==> config.mk <==
export PLATFORM = sky130hd
export DESIGN_NAME = gated_timer
export DESIGN_NICKNAME = d
export VERILOG_FILES = /design/src/rtl/tmr_pkg.sv /design/src/rtl/tmr_prescale.sv /design/src/rtl/tmr_gate.sv /design/src/rtl/gated_timer.sv
export SDC_FILE = /design/constraint.sdc
export NUM_CORES = 1
export LEC_CHECK = 0
export BUFFER_PORTS_ARGS = -buffer_cell sky130_fd_sc_hd__buf_4
export CAP_MARGIN = 20
export CORE_MARGIN = 4
export CORE_UTILIZATION = 50
export DETAILED_ROUTE_END_ITERATION = 12
export HOLD_SLACK_MARGIN = 0.02
export PLACE_DENSITY = 0.7
export SLEW_MARGIN = 20
export SYNTH_ARGS = -nofsm -noshare
export SYNTH_HDL_FRONTEND = slang
export SYNTH_HIERARCHICAL = 1
export SYNTH_SLANG_ARGS = --single-unit
==> constraint.sdc <==
create_clock -name clk_i -period 7.85 [get_ports clk_i]
set_clock_uncertainty 0.2 [all_clocks]
set_input_delay 0.3925 -clock clk_i [delete_from_list [all_inputs] [get_ports clk_i]]
set_output_delay 0.3925 -clock clk_i [all_outputs]
set_load 0.01 [all_outputs]
==> src/rtl/tmr_pkg.sv <==
package tmr_pkg;
  localparam int MODE_W   = 12;
  localparam int P_GEN    = 2;
  localparam int P_GSRC   = 3;
  localparam int P_GM_LO  = 4;
  localparam int P_ZRET   = 6;
  localparam int P_RUN    = 7;
  localparam int P_TIE    = 8;
  localparam int P_OIE    = 9;
  localparam int P_TFLAG  = 10;
  localparam int P_OFLAG  = 11;

  typedef enum logic [1:0] {CS_DIV_A, CS_DIV_B, CS_DIV_C, CS_LINE} clk_sel_e;
  typedef enum logic [1:0] {GM_LEVEL, GM_START, GM_END, GM_BOTH} gate_mode_e;
  typedef enum logic [1:0] {A_COUNT, A_MODE, A_TARGET, A_HOLD} reg_addr_e;
endpackage

==> src/rtl/tmr_prescale.sv <==
module tmr_prescale
  import tmr_pkg::*;
#(
  parameter int DIV_A = 2,
  parameter int DIV_B = 32,
  parameter int DIV_C = 512
) (
  input  logic     clk_i,
  input  logic     rst_ni,
  input  logic     en_i,
  input  clk_sel_e sel_i,
  input  logic     line_i,
  output logic     tick_o
);
  localparam int PW = $clog2(DIV_C);

  logic [PW-1:0] div_q;
  logic [PW-1:0] lim;
  logic          at_lim;

  always_comb begin
    unique case (sel_i)
      CS_DIV_A: lim = PW'(DIV_A - 1);
      CS_DIV_B: lim = PW'(DIV_B - 1);
      default:  lim = PW'(DIV_C - 1);
    endcase
  end

  // >= so a shorter divider selected mid-phase still ticks
  assign at_lim = div_q >= lim;
  assign tick_o = en_i & ((sel_i == CS_LINE) ? line_i : at_lim);

  // phase survives register writes; advances only while counting
  always_ff @(posedge clk_i or negedge rst_ni) begin
    if (!rst_ni) div_q <= '0;
    else if (en_i && sel_i != CS_LINE) div_q <= at_lim ? '0 : div_q + 1'b1;
  end
endmodule

==> src/rtl/tmr_gate.sv <==
module tmr_gate
  import tmr_pkg::*;
(
  input  logic       clk_i,
  input  logic       rst_ni,
  input  logic       hblank_i,
  input  logic       vblank_i,
  input  logic       src_i,
  input  gate_mode_e mode_i,
  output logic       hb_rise_o,
  output logic       restart_o,
  output logic       open_o,
  output logic       close_o
);
  logic hb_q, vb_q;
  logic hb_fall, vb_rise, vb_fall, g_rise, g_fall;

  always_ff @(posedge clk_i or negedge rst_ni) begin
    if (!rst_ni) begin
      hb_q <= 1'b0;
      vb_q <= 1'b0;
    end else begin
      hb_q <= hblank_i;
      vb_q <= vblank_i;
    end
  end

  assign hb_rise_o = hblank_i & ~hb_q;
  assign hb_fall   = ~hblank_i & hb_q;
  assign vb_rise   = vblank_i & ~vb_q;
  assign vb_fall   = ~vblank_i & vb_q;
  assign g_rise    = src_i ? vb_rise : hb_rise_o;
  assign g_fall    = src_i ? vb_fall : hb_fall;

  assign restart_o = ((mode_i == GM_START) & g_rise) |
                     ((mode_i == GM_END)   & g_fall) |
                     ((mode_i == GM_BOTH)  & (g_rise | g_fall));
  assign open_o    = (mode_i == GM_LEVEL) & g_rise;
  assign close_o   = (mode_i == GM_LEVEL) & g_fall;
endmodule

==> src/rtl/gated_timer.sv <==
module gated_timer
  import tmr_pkg::*;
#(
  parameter int CNT_W  = 16,
  parameter int DATA_W = 32,
  parameter int DIV_A  = 2,
  parameter int DIV_B  = 32,
  parameter int DIV_C  = 512
) (
  input  logic              clk_i,
  input  logic              rst_ni,
  input  logic              hblank_i,
  input  logic              vblank_i,
  input  logic              wr_en_i,
  input  logic [1:0]        addr_i,
  input  logic [DATA_W-1:0] wdata_i,
  output logic [DATA_W-1:0] rdata_o,
  output logic              irq_o
);
  logic [CNT_W-1:0]  cnt_q, tgt_q, hold_q;
  logic [MODE_W-1:0] mode_q;
  logic              armed_q, gate_run_q, irq_q;

  clk_sel_e   clk_sel;
  gate_mode_e gmode;
  logic gate_used, nm_used, counting, cnt_tick, hb_rise;
  logic g_restart, g_open, g_close, gate_rst;
  logic wr_cnt, wr_mode, wr_tgt, wr_hold, blk_wr;
  logic [CNT_W:0] cnt_inc;
  logic wrap, hit;
  logic unused_wdata;

  assign unused_wdata = ^wdata_i[DATA_W-1:CNT_W];

  assign clk_sel   = clk_sel_e'(mode_q[1:0]);
  assign gmode     = gate_mode_e'(mode_q[P_GM_LO+1:P_GM_LO]);
  assign gate_used = mode_q[P_GEN] & ~(~mode_q[P_GSRC] & (clk_sel == CS_LINE));
  assign nm_used   = wdata_i[P_GEN] & ~(~wdata_i[P_GSRC] & (wdata_i[1:0] == 2'd3));
  assign counting  = mode_q[P_RUN] & (~gate_used | gate_run_q);

  assign wr_cnt  = wr_en_i & (reg_addr_e'(addr_i) == A_COUNT);
  assign wr_mode = wr_en_i & (reg_addr_e'(addr_i) == A_MODE);
  assign wr_tgt  = wr_en_i & (reg_addr_e'(addr_i) == A_TARGET);
  assign wr_hold = wr_en_i & (reg_addr_e'(addr_i) == A_HOLD);
  assign blk_wr  = wr_cnt | wr_mode | wr_tgt;

  tmr_prescale #(.DIV_A(DIV_A), .DIV_B(DIV_B), .DIV_C(DIV_C)) u_pre (
    .clk_i (clk_i),
    .rst_ni(rst_ni),
    .en_i  (counting),
    .sel_i (clk_sel),
    .line_i(hb_rise),
    .tick_o(cnt_tick)
  );

  tmr_gate u_gate (
    .clk_i    (clk_i),
    .rst_ni   (rst_ni),
    .hblank_i (hblank_i),
    .vblank_i (vblank_i),
    .src_i    (mode_q[P_GSRC]),
    .mode_i   (gmode),
    .hb_rise_o(hb_rise),
    .restart_o(g_restart),
    .open_o   (g_open),
    .close_o  (g_close)
  );

  assign gate_rst = gate_used & g_restart;
  assign cnt_inc  = {1'b0, cnt_q} + 1'b1;
  assign wrap     = &cnt_q;
  assign hit      = armed_q & ~wrap & (cnt_inc[CNT_W-1:0] >= tgt_q);

  always_ff @(posedge clk_i or negedge rst_ni) begin
    if (!rst_ni) begin
      cnt_q      <= '0;
      tgt_q      <= '1;
      hold_q     <= '0;
      mode_q     <= '0;
      armed_q    <= 1'b1;
      gate_run_q <= 1'b0;
      irq_q      <= 1'b0;
    end else begin
      irq_q <= 1'b0;
      if (wr_hold) hold_q <= wdata_i[CNT_W-1:0];
      if (wr_mode) begin
        mode_q[P_OFLAG:P_TFLAG] <= mode_q[P_OFLAG:P_TFLAG] & ~wdata_i[P_OFLAG:P_TFLAG];
        mode_q[P_TFLAG-1:0]     <= wdata_i[P_TFLAG-1:0];
        if (nm_used) begin
          cnt_q      <= '0;
          gate_run_q <= 1'b0;
        end
      end else if (wr_cnt) begin
        cnt_q   <= wdata_i[CNT_W-1:0];
        armed_q <= !(wdata_i[CNT_W-1:0] > tgt_q);
      end else if (wr_tgt) begin
        tgt_q   <= wdata_i[CNT_W-1:0];
        armed_q <= wdata_i[CNT_W-1:0] > cnt_q;
      end else if (gate_rst) begin
        cnt_q      <= '0;
        armed_q    <= 1'b1;
        gate_run_q <= 1'b1;
      end else begin
        if (gate_used && g_open)  gate_run_q <= 1'b1;
        if (gate_used && g_close) gate_run_q <= 1'b0;
        if (cnt_tick) begin
          if (wrap) begin
            cnt_q   <= '0;
            armed_q <= 1'b1;
            if (mode_q[P_OIE]) begin
              mode_q[P_OFLAG] <= 1'b1;
              irq_q           <= 1'b1;
            end
          end else if (hit) begin
            if (mode_q[P_TIE]) begin
              mode_q[P_TFLAG] <= 1'b1;
              irq_q           <= 1'b1;
            end
            if (mode_q[P_TIE] && mode_q[P_ZRET])
              cnt_q <= CNT_W'(cnt_inc - {1'b0, tgt_q});
            else begin
              cnt_q   <= cnt_inc[CNT_W-1:0];
              armed_q <= 1'b0;
            end
          end else begin
            cnt_q <= cnt_inc[CNT_W-1:0];
          end
        end
      end
    end
  end

  assign irq_o = irq_q;

  always_comb begin
    unique case (reg_addr_e'(addr_i))
      A_COUNT:  rdata_o = DATA_W'(cnt_q);
      A_MODE:   rdata_o = DATA_W'(mode_q);
      A_TARGET: rdata_o = DATA_W'(tgt_q);
      default:  rdata_o = DATA_W'(hold_q);
    endcase
  end
endmodule

# Yosys cells after proc, flatten, opt, wreduce, memory -nomap -nowiden
# Cells that the tools add are included.
# W data, S select, Z words.
# classes
n_lt_le_gt_ge,4
n_reduce_logical,24
mul,0
n_div,0
muxes,48
n_eq_ne,17
addsub,3
shifts,0
n_bitwise,40
# ops
operator,count
$mux W16,9
$pmux W16 S3,1
$gt A16 B16 Y1,2
$mux W1,31
$and A1 B1 Y1,22
$pmux W9 S2,1
$add A16 B1 Y16 const B,1
$ge A16 B16 Y1,1
$reduce_and A16 Y1,1
$sub A16 B16 Y16,1
$eq A2 B2 Y1 const B,6
$not A1 Y1,12
$reduce_bool A4 Y1,3
$mux W2,5
$reduce_bool A2 Y1,5
$add A9 B1 Y9 const B,1
$ge A9 B9 Y1,1
$mux W9,1
$ne A2 B2 Y1 const B,4
$reduce_and A4 Y1,2
$reduce_and A7 Y1,1
$eq A2 B1 Y1 const B,3
$logic_not A2 Y1,3
$reduce_and A3 Y1,2
10 further kinds,17
# word_totals
input_bits,39
latch_bits,0
register_bits,74
elab_cells,148
rom_bits,0
out_inout_bits,33
memories,0
ramBits,0

# Depth between registers and ports, before layout
# depth
word_depth,13
ltp_mapped,15
depth_no_buf,14

# Modules after synthesis
# Netlist, hierarchy kept.
# by_module_without_submodules
module,area_per_inst_um2,cells_each,instances,seq_area_each_um2
gated_timer,5198.7,551,1,1597.8
tmr_prescale,664.4,70,1,225.2
tmr_gate,123.9,11,1,50.0

# Worst setup path before layout
# No wires, ideal clock.
# synth_path
path_kind,flip-flop to flip-flop
from,register cnt_q[0]
to,register cnt_q[2]
setup_time_ns,0.149
period_less_slack_ns,3.463
t_required_ns,7.501
path_buffers,0
path_slack_ns,4.387
arrival_time_ns,3.114
stages_incl_launch_ff,14
cell_sequence,dfrtp_1 -> ha_1 -> nand3_1 -> nor2_1 -> nand4_1 -> xnor2_1 -> ha_1 -> and2_1 -> nand3_1 -> a2111o_1 -> a21oi_4 -> mux2_4 -> a221oi_1 -> a211oi_1
# synth_between
elab_chain_len,11
elab_cells_between_ends,15
classes_between,add/sub: 2; order compare: 1; mux: 8; bitwise: 3; reduce/logical: 1
# synth_lines
item,line,source
"start, declared",gated_timer.sv:20,"logic [CNT_W-1:0] cnt_q, tgt_q, hold_q;"
"start signal, assigned",gated_timer.sv:94,cnt_q <= wdata_i[CNT_W-1:0];
"start signal, assigned",gated_timer.sv:120,"cnt_q <= CNT_W'(cnt_inc - {1'b0, tgt_q});"
"start signal, assigned",gated_timer.sv:122,cnt_q <= cnt_inc[CNT_W-1:0];
branches (longest 5 deep; another with $add A16 B1 Y16),n/a,
$mux W16 *,gated_timer.sv:107,if (wrap) begin
$mux W16 *,gated_timer.sv:106,if (cnt_tick) begin
$mux W16 *,gated_timer.sv:99,end else if (gate_rst) begin
$mux W16 *,gated_timer.sv:96,end else if (wr_tgt) begin
$mux W16 *,gated_timer.sv:93,end else if (wr_cnt) begin
$mux W16 *,gated_timer.sv:86,if (wr_mode) begin
# Mark *: on every way between the ends. The select of a mux whose other input is x is not followed.
# A chain may end at the register's enable or synchronous reset.

# Worst setup path in the final report
# Same ends and word-level chain as after synthesis.

==> impl_metrics.yaml <==
synth:
  ys_seq_area_share_pct: 31.3
  synthArstFlopShare_pct: 100
  yosys-top-cells-count: "nand2_1, dfrtp_1, ha_1"
  synth_edf_count: 0
  synthTopCellsByArea: "dfrtp_1, ha_1, dfstp_2"
  synth_most_common_cell: "nand2_1"
  syn_area_per_cell_um2: 9.47
  synth_top_area_share_pct: 23.8
  yosysTopAreaCell: "dfrtp_1"
  syn_inst: 632
  ys_warn_count: 6
  synth_area_um2: 5990
  synth_ff_type: "dfrtp_1"
  ys_ff_latch: 74
  synth_cell_type_count: 70
route:
  vias_per_cell: 6.24
  routedWlPerCell_um: 19.9
  m1WireLength_mm: 7.21
  ant_nets: 0
  dr_wl_met2_mm: 7.74
  drtIter0Drc: 440
  highest_layer: "met4"
  wl_mm: 16.2
  num_vias: 5071
  dr.pass1.iters: 5
  wl_met3_um: 813
  route.detailed.drc: 0
placed_design:
  dp_hpwl_mm: 12.1
  place_congestion: 0.942
  dpl_cell_area_um2: 6330
  port_buffers: 39
worst_setup_path:
  critPathLaunchType: "register"
  cp_slowest_cell: "a21oi_4"
  worstPathArrival_ps: 4480
  crit_path_end_kind: "register"
  path_cells: "ha_1 > nand3_1 > nor2_1 > nand4_1 > xnor2_1 > ha_1 > and2_1 > nand3_1 > a2111o_1 > a21oi_4 > mux2_4 > a221oi_1 > a211oi_1"
  crit_required_ps: 7820
  crit_family: "compound AO/OA/AOI/OAI gates"
  critical_path_class: "register to register"
  cpPeakStageDelay_ps: 650
  path_buf_inv: 0
  crit_fanout: 26
cells_and_area:
  layout-drive-gt1-share_pct: 21.0
  finalInstanceArea_um2: 6670
  fillers: 1009
  n_antenna_cell: 0
  syn2layout_area_growth_pct: 11.4
  nNetsFinal: 760
timing:
  final-hold-violation-count: 13
  slew_viol_final: 0
  period_share_pct: 57.5
  setup_tns_ps: 0
  fmax_ghz: 0.222
  hold_slack_ps: -14.1
  tightest_slew_ps: 1010
  relSlewSlack_pct: 32.4
  layout_min_cycle_time_ps: 4510
  setup_viol: 0
  rsz0062_at_grt: "false"
clock_tree:
  path_clk_slew_ps: 70
  clock_path_buffers: 2
  clock-sinks: 74
  cts_made_buffers: 9
  cts_setup_buffers: 0
  htreeDepth: 3
  cts_root_buf: "clkbuf_16"
  cts_tree: "yes"
  clk_latency_ps: 350
global_route:
  antenna_found_initial: 0
  grt_start_max_net_pins: 75
  overflow: 0
  grt_pass1_vias: 5168
  grt_first_pass_wirelength_mm: 26.9
  grtUsageTotal_pct: 24.1
flow_run:
  cap_violations: 0
floorplan:
  ios: 72
  die_area_um2: 13800
  chipHeight_um: 117
  die_w_um: 117
  fp.coreArea_um2: 11600
  start_util_pct: 51.8
  rows: 39
power_and_ir_drop:
  ir_worst_vdd_uv: 135
  powerDensity_nw_per_um2: 339
  p_leak_nw: 2.99
  report.power.total_mw: 2.26
run_status:
  violations: "negative hold slack"
  status: "finished with violations"
min_path:
  hold_class: "primary input to asynchronous set/reset pin"
-- layout make-up --
| cell class | instances | area (um2) | share of cell area, % |
|---|---|---|---|
| repair buffers | 44 | 335 | 5.03 |
| clock buffers | 11 | 243 | 3.64 |
| well taps | 143 | 179 | 2.68 |
| clock inverters | 5 | 78.8 | 1.18 |
| inverters | 39 | 146 | 2.20 |
| flip-flops and latches | 74 | 1870 | 28.1 |
| multi-input cells | 497 | 3810 | 57.2 |
-- path summary, 6_finish.rpt --
path	slack (ps)	end	startpoint	depth (start not counted)
setup reg to reg	3340	cnt_q[2]	cnt_q[0]	13
max in group asynchronous	6830	cnt_q[10]	rst_ni	1
setup / recovery	3340	cnt_q[2]	cnt_q[0]	13
hold reg to reg	300	hold_q[8]	hold_q[8]	1
min in group clk_i	80	mode_q[10]	wdata_i[10]	2
hold / removal	-10	u_pre/div_q[0]	rst_ni	1
-- routing by layer --
layer | up-vias | global-route usage (%)
li1 | 2370 | -
met1 | 2510 | 31.7
met2 | 162 | 39.3
met3 | 29 | 5.05
met4 | 0 | 8.72
met5 | - | 0
-- where the power goes --
| part | leakage (nW) | switching, mW | internal, mW | total [mW] |
|---|---|---|---|---|
| clock network | 0.159 | 0.165 | 0.286 | 0.451 |
| registers | 0.880 | 0.112 | 0.487 | 0.598 |
| logic | 1.95 | 0.665 | 0.547 | 1.21 |
| total | 2.99 | 0.941 | 1.32 | 2.26 |
-- cell families (layout without fill, tap and decap cells) --
| logic type | count (synthesis) | count (layout) | share of synthesized area (%) |
|---|---|---|---|
| adders and majority gates | 56 | 56 | 11.8 |
| and+or+nand+nor | 191 | 191 | 15.7 |
| xor gates and xnor gates | 31 | 31 | 4.53 |
| buffers and inverters | 76 | 99 | 6.23 |
| other | 1 | 16 | 0.0626 |
| muxes | 52 | 52 | 12.1 |
| AOI/OAI and AO/OA | 151 | 151 | 18.2 |
| DFF | 74 | 74 | 31.3 |
-- cell usage in the layout, fill, tap and decap left out, types with 10 or more instances in the layout --
cell,n
a21o_1,17
a21oi_1,28
buf_4,42
conb_1,16
dfrtp_1,57
dfstp_2,17
ha_1,55
inv_1,39
mux2_2,32
mux4_2,12
nand2_1,70
nand3_1,18
nand4_1,16
nor2_1,31
nor3_1,10
o211ai_1,10
o21ai_0,28
xnor2_1,19
xor2_1,12
-- flip-flops by register name (all words and copies together) (netlist names) --
register / cells
cnt_q: 16
hold_q: 16
tgt_q: 16
mode_q: 12
u_pre/div_q: 9
armed_q: 1
gate_run_q: 1
irq_o: 1
u_gate/hb_q: 1
u_gate/vb_q: 1
-- metrics by stage --
stage,utilization (%),std cells,worst slack [ps],hold WS [ps]
3_5_place_dp,54.7,795,3430,283
2_1_floorplan,-,647,4390,-103
3_3_place_gp,54.7,795,3490,266
5_1_grt,57.7,813,3130,67.6
4_1_cts,57.7,813,3420,23.7
6_report,57.7,813,3340,-14.1
-- what timing repair did --
item / CTS / global route
hold buffers: 2 / 0
gates resized for setup: 0 / 0
endpoints found under the hold margin: 2 / 0
endpoints found under the setup margin: 0 / 0
No activity file was read; power rests on OpenSTA's default activity.
